$ cat src/rtl/xlat_pkg.sv
package xlat_pkg;
  localparam int VA_W   = 32;
  localparam int PAGE_W = 12;
  localparam int VPN_W  = VA_W - PAGE_W;
  localparam int TAG_W  = 8;
  localparam int ATTR_W = 4;
  localparam logic [31:0] RMAP_RESET = 32'h0403_0201;

  typedef enum logic [1:0] {
    KIND_LOAD  = 2'd0,
    KIND_STORE = 2'd1,
    KIND_FETCH = 2'd2
  } kind_e;

  typedef enum logic [3:0] {
    C_OK         = 4'd0,
    C_MISS_I     = 4'd1,
    C_MISS_D     = 4'd2,
    C_MULTI_I    = 4'd3,
    C_MULTI_D    = 4'd4,
    C_PRIV_I     = 4'd5,
    C_PRIV_D     = 4'd6,
    C_NOFETCH    = 4'd7,
    C_NOLOAD     = 4'd8,
    C_NOSTORE    = 4'd9
  } cause_e;

  typedef struct packed {
    logic [VPN_W-1:0]  vpn;
    logic [VPN_W-1:0]  ppn;
    logic [TAG_W-1:0]  tag;
    logic [ATTR_W-1:0] attr;
  } xlat_entry_t;

  // perm bit0 read, bit1 write, bit2 execute
  function automatic logic [2:0] attr_rights(input logic [ATTR_W-1:0] a);
    logic [2:0] p;
    p = 3'b000;
    if (a < 4'd12) begin
      p[0] = 1'b1;
      p[2] = a[0];
      p[1] = a[1];
    end else if (a == 4'd13) begin
      p = 3'b011;
    end
    return p;
  endfunction
endpackage

$ cat src/rtl/xlat_store.sv
module xlat_store
  import xlat_pkg::*;
#(
  parameter int NWAYS = 4,
  parameter int NSETS = 4
) (
  input  logic                   clk,
  input  logic                   rst_n,
  input  logic [$clog2(NSETS)-1:0] rd_idx,
  output xlat_entry_t            rd_ents [NWAYS],
  input  logic                   wr_en,
  input  logic [VA_W-1:0]        wr_vaddr,
  input  logic [31:0]            wr_pte,
  input  logic [31:0]            ring_map
);
  localparam int IDX_W = $clog2(NSETS);
  localparam int PTR_W = $clog2(NWAYS);

  logic [PTR_W-1:0] ptr_q, ptr_d, wr_way;
  logic [IDX_W-1:0] wr_idx;
  xlat_entry_t      wr_ent;
  xlat_entry_t      mem_q [NWAYS][NSETS];

  always_comb begin
    wr_way      = ptr_q + 1'b1;
    ptr_d       = wr_en ? wr_way : ptr_q;
    wr_idx      = wr_vaddr[PAGE_W +: IDX_W];
    wr_ent.vpn  = wr_vaddr[VA_W-1:PAGE_W];
    wr_ent.ppn  = wr_pte[31:PAGE_W];
    wr_ent.attr = wr_pte[ATTR_W-1:0];
    wr_ent.tag  = ring_map[8*wr_pte[5:4] +: TAG_W];
  end

  always_ff @(posedge clk or negedge rst_n) begin
    if (!rst_n) ptr_q <= '0;
    else        ptr_q <= ptr_d;
  end

  for (genvar w = 0; w < NWAYS; w++) begin : g_way
    for (genvar s = 0; s < NSETS; s++) begin : g_set
      localparam logic [PTR_W-1:0] WAY_ID = PTR_W'(w);
      localparam logic [IDX_W-1:0] SET_ID = IDX_W'(s);
      always_ff @(posedge clk or negedge rst_n) begin
        if (!rst_n) mem_q[w][s] <= '0;
        else if (wr_en && wr_way == WAY_ID && wr_idx == SET_ID) mem_q[w][s] <= wr_ent;
      end
    end
    assign rd_ents[w] = mem_q[w][rd_idx];
  end

  assert_refill_advance_R11: assert property (@(posedge clk) disable iff (!rst_n)
    wr_en |=> ptr_q == $past(ptr_q) + 1'b1);
  assert_counter_hold_R11: assert property (@(posedge clk) disable iff (!rst_n)
    !wr_en |=> $stable(ptr_q));
endmodule

$ cat src/rtl/xlat_match.sv
module xlat_match
  import xlat_pkg::*;
#(
  parameter int NWAYS = 4
) (
  input  xlat_entry_t               ents [NWAYS],
  input  logic [VPN_W-1:0]          vpn,
  input  logic [31:0]               ring_map,
  output logic [$clog2(NWAYS+1)-1:0] nhit,
  output xlat_entry_t               sel_ent,
  output logic [1:0]                sel_ring
);
  localparam int CNT_W = $clog2(NWAYS + 1);

  logic [NWAYS-1:0] qual;
  logic [1:0]       ring_w [NWAYS];

  for (genvar w = 0; w < NWAYS; w++) begin : g_cmp
    always_comb begin
      logic found;
      found     = 1'b0;
      ring_w[w] = 2'd0;
      for (int b = 3; b >= 0; b--) begin
        if (ring_map[8*b +: TAG_W] == ents[w].tag) begin
          found     = 1'b1;
          ring_w[w] = 2'(b);
        end
      end
      qual[w] = found && (ents[w].tag != '0) && (ents[w].vpn == vpn);
    end
  end

  always_comb begin
    nhit     = '0;
    sel_ent  = ents[0];
    sel_ring = ring_w[0];
    for (int w = NWAYS - 1; w >= 0; w--) begin
      if (qual[w]) begin
        nhit     = nhit + CNT_W'(1);
        sel_ent  = ents[w];
        sel_ring = ring_w[w];
      end
    end
  end
endmodule

$ cat src/rtl/xlat_buffer.sv
module xlat_buffer
  import xlat_pkg::*;
#(
  parameter int NWAYS = 4,
  parameter int NSETS = 4
) (
  input  logic        clk,
  input  logic        rst_n,
  input  logic        lk_valid,
  input  logic [31:0] lk_vaddr,
  input  logic [1:0]  lk_kind,
  input  logic [1:0]  lk_priv,
  input  logic [31:0] pt_base,
  input  logic        rf_valid,
  input  logic [31:0] rf_vaddr,
  input  logic [31:0] rf_pte,
  input  logic        rmap_we,
  input  logic [31:0] rmap_wdata,
  output logic        rsp_valid,
  output logic [3:0]  rsp_cause,
  output logic [2:0]  rsp_perm,
  output logic [31:0] rsp_paddr,
  output logic [31:0] rsp_pte_addr
);
  localparam int IDX_W = $clog2(NSETS);
  localparam int CNT_W = $clog2(NWAYS + 1);

  logic [31:0]       rmap_q, rmap_d;
  xlat_entry_t       ents [NWAYS];
  xlat_entry_t       sel_ent;
  logic [1:0]        sel_ring;
  logic [CNT_W-1:0]  nhit;
  logic              is_fetch, granted;
  logic [2:0]        rights;
  cause_e            cause_d;
  logic [2:0]        perm_d;
  logic [31:0]       paddr_d, pte_d;

  xlat_store #(.NWAYS(NWAYS), .NSETS(NSETS)) u_store (
    .clk      (clk),
    .rst_n    (rst_n),
    .rd_idx   (lk_vaddr[PAGE_W +: IDX_W]),
    .rd_ents  (ents),
    .wr_en    (rf_valid),
    .wr_vaddr (rf_vaddr),
    .wr_pte   (rf_pte),
    .ring_map (rmap_q)
  );

  xlat_match #(.NWAYS(NWAYS)) u_match (
    .ents     (ents),
    .vpn      (lk_vaddr[VA_W-1:PAGE_W]),
    .ring_map (rmap_q),
    .nhit     (nhit),
    .sel_ent  (sel_ent),
    .sel_ring (sel_ring)
  );

  always_comb begin
    rmap_d   = rmap_we ? rmap_wdata : rmap_q;
    is_fetch = (lk_kind == KIND_FETCH);
    rights   = attr_rights(sel_ent.attr);
    case (lk_kind)
      KIND_STORE: granted = rights[1];
      KIND_FETCH: granted = rights[2];
      default:    granted = rights[0];
    endcase
    perm_d  = 3'b000;
    paddr_d = {sel_ent.ppn, lk_vaddr[PAGE_W-1:0]};
    pte_d   = (pt_base | (lk_vaddr >> 10)) & 32'hFFFF_FFFC;
    cause_d = C_OK;
    if (nhit == '0) begin
      cause_d = is_fetch ? C_MISS_I : C_MISS_D;
    end else if (nhit > CNT_W'(1)) begin
      cause_d = is_fetch ? C_MULTI_I : C_MULTI_D;
    end else begin
      perm_d = rights;
      if (sel_ring < lk_priv)   cause_d = is_fetch ? C_PRIV_I : C_PRIV_D;
      else if (!granted) begin
        case (lk_kind)
          KIND_STORE: cause_d = C_NOSTORE;
          KIND_FETCH: cause_d = C_NOFETCH;
          default:    cause_d = C_NOLOAD;
        endcase
      end
    end
  end

  always_ff @(posedge clk or negedge rst_n) begin
    if (!rst_n) begin
      rmap_q       <= RMAP_RESET;
      rsp_valid    <= 1'b0;
      rsp_cause    <= '0;
      rsp_perm     <= '0;
      rsp_paddr    <= '0;
      rsp_pte_addr <= '0;
    end else begin
      rmap_q    <= rmap_d;
      rsp_valid <= lk_valid;
      if (lk_valid) begin
        rsp_cause    <= cause_d;
        rsp_perm     <= perm_d;
        rsp_paddr    <= paddr_d;
        rsp_pte_addr <= pte_d;
      end
    end
  end

  assert_valid_follows_R12: assert property (@(posedge clk) disable iff (!rst_n)
    lk_valid |=> rsp_valid);
  assert_idle_follows_R12: assert property (@(posedge clk) disable iff (!rst_n)
    !lk_valid |=> !rsp_valid);
  assert_success_has_right_R7: assert property (@(posedge clk) disable iff (!rst_n)
    (rsp_valid && rsp_cause == 4'd0) |-> rsp_perm != 3'b000);
  assert_nohit_noperm_R4: assert property (@(posedge clk) disable iff (!rst_n)
    (rsp_valid && rsp_cause >= 4'd1 && rsp_cause <= 4'd4) |-> rsp_perm == 3'b000);
  assert_pte_aligned_R10: assert property (@(posedge clk) disable iff (!rst_n)
    rsp_valid |-> rsp_pte_addr[1:0] == 2'b00);
  assert_cause_range_R8: assert property (@(posedge clk) disable iff (!rst_n)
    rsp_valid |-> rsp_cause <= 4'd9);
endmodule

$ cat config.mk
export PLATFORM = sky130hd
export DESIGN_NAME = xlat_buffer
export DESIGN_NICKNAME = d
export VERILOG_FILES = /design/src/rtl/xlat_pkg.sv /design/src/rtl/xlat_store.sv /design/src/rtl/xlat_match.sv /design/src/rtl/xlat_buffer.sv
export SDC_FILE = /design/constraint.sdc
export NUM_CORES = 2
export LEC_CHECK = 0
export ABC_AREA = 1
export BUFFER_PORTS_ARGS = -buffer_cell sky130_fd_sc_hd__buf_2
export CELL_PAD_IN_SITES_DETAIL_PLACEMENT = 2
export CELL_PAD_IN_SITES_GLOBAL_PLACEMENT = 2
export CORE_MARGIN = 2
export CORE_UTILIZATION = 35
export DETAILED_ROUTE_END_ITERATION = 8
export HOLD_SLACK_MARGIN = 0.02
export PLACE_DENSITY = 0.79
export SLEW_MARGIN = 20
export SYNTH_ARGS = -nofsm -noshare
export SYNTH_HDL_FRONTEND = slang
export SYNTH_HIERARCHICAL = 1
export SYNTH_SLANG_ARGS = --single-unit
$ cat constraint.sdc
create_clock -name clk -period 6.6 [get_ports clk]
set_input_delay 1.32 -clock clk [delete_from_list [all_inputs] [get_ports clk]]
set_output_delay 1.32 -clock clk [all_outputs]
set_load 0.02 [all_outputs]
==> flow_summary.yaml <==
power:
  p_leak_nw: 26.98
  p_per_area_nw_per_um2: 416.2
  peakVddDrop_mv: 0.2204
timing:
  fin_crit_ps: 5478
  fmax_mhz: 182.5
  relSlewSlack: 0.2855
  min_period_over_period: 0.8300
  finalClockSkew_ps: 45.96
  drv_slew: 0
  finalSetupTns_ps: 0
  worst_pin_slew_ps: 1069
  grt_setup_unrepaired: "no"
  setup_viol: 0
  finalHoldViolCount: 0
detailed_routing:
  wl_per_cell_um: 22.18
  drtIter0Drc: 2414
  vias: 42742
  drtAntennaViolNets: 0
  via_per_inst: 5.254
  totalWireLength_mm: 180.4
  drc: 0
  drt_pass1_iterations: 7
final_layout:
  nets: 6431
  final_cell_mix: "2178 x nand2_1, 931 x dfrtp_1, 714 x inv_1, 602 x o21ai_0, 335 x o21ai_1"
  drive_above_1_share: 0.09863
  area_growth_pct: 12.92
  fillerInstances: 15577
  final_cells: 8135
  layout_commonest_cell: "nand2_1"
die:
  die_w_um: 372.8
  pin_count: 241
  coreArea_um2: 135300
  die-height_um: 372.8
  start_util: 0.3519
  rows: 135
  die-area_um2: 139000
clocking:
  cts_tree: "yes"
  clk_pin_slew_ps: 60
  clockBufferDepth: 3
  ctsHoldBuffers: 0
  cts-root-buf: "clkbuf_16"
  ctsResizeCount: 0
  cts_max_level: 3
  post-cts-setup-buffers: 0
  clkSinkCount: 936
  clock_latency_ps: 760
  cts_made_buffers: 112
setup_path:
  end_kind: "register"
  reg2reg_setup_slack_ps: 2000
  critPathMaxFanout: 73
  worstSetupPathType: "input port to register"
  crit_slowest_cell: "nor2_4"
  cp_data_arrival_time_ps: 6110
  cp.required_ps: 7230
  cp_slowest_stage_delay_ps: 820
  cp_common_cell: "nand2_1"
  start_kind: "input port"
synth:
  syn_area_um2: 47610
  syn_area_per_cell_um2: 7.607
  yosysWarnings: 6
  syn_inst: 6259
worst_hold_path:
  hp-class: "register to register"
global_routing:
  grt_max_degree: 156
  grt_pass1_wl_mm: 281.4
  antenna_found_initial: 15
  track_usage: 0.2588
  grt-ovfl-total: 0
  grt_pass1_vias: 47138
placed_design:
  dp.cells: 7917
  routabilityCongestion: 0.8233
  dpl.hpwl_mm: 111.7
  port_buffers: 218
flow_run:
  drv_cap: 0
outcome:
  outcome: "finished clean"
## area by class of cell
class	count	area [um2]	area share
clock buffers	163	3337	0.06207
diodes	7	17.52	0.0003258
repair buffers	316	2079	0.03868
inverters	750	2828	0.05260
well taps	1781	2228	0.04145
multi-input cells	4135	19210	0.3573
flip-flops and latches	936	23430	0.4358
clock inverters	47	635.6	0.01182
## power by group
group / internal (W) / switching (W) / total (W)
Sequential: 0.00828 / 0.00118 / 0.00946
Combinational: 0.00210 / 0.00414 / 0.00624
Clock: 0.00401 / 0.00267 / 0.00668
## flip-flops by register name (all words and copies together) (netlist names)
| signal | cells |
|---|---|
| rmap_q | 32 |
| rsp_cause | 4 |
| rsp_paddr | 32 |
| rsp_perm | 3 |
| rsp_pte_addr | 30 |
| rsp_valid | 1 |
| u_store/mem_q | 832 |
| u_store/ptr_q | 2 |
## worst paths after layout
kind / startpoint / endpoint / depth (start not counted)
worst max-delay path: lk_vaddr[12] / rsp_cause[1] / 30
worst min-delay path: u_store/mem_q[449] / u_store/mem_q[449] / 2
worst max register to register: u_store/mem_q[110] / rsp_cause[1] / 32
worst min register to register: u_store/mem_q[449] / u_store/mem_q[449] / 2
max in group asynchronous: rst_n / u_store/mem_q[531] / 2
min in group asynchronous: rst_n / u_store/mem_q[706] / 1
## critical path: cells and delay by family
family | cells | cell delay, ps
simple gates | 24 | 3120
buf+inv | 5 | 1450
compound gates | 1 | 110
## through the flow
step	total power, W	util	hold WS [ps]	instance area (um2)	setup WS [ps]
floorplan	0.01351	-	422.0	47610	1933
global placement	0.01503	0.3676	433.2	49740	551.4
detailed placement	0.01564	0.3676	440.8	49740	384.9
CTS	0.02258	0.3970	459.5	53710	1130
global route	0.02398	0.3973	478.8	53760	714.8
finish	0.02238	0.3974	459.3	53760	1122
## routing by layer
layer / routed length [um] / vias up / global-route usage
met5: 27 / - / 0
met4: 6292 / 4 / 0.09933
met3: 6316 / 277 / 0.03562
met2: 88890 / 617 / 0.4480
met1: 78880 / 22151 / 0.3266
li1: - / 19693 / -
Note: power is estimated with default switching activity, not from simulation.
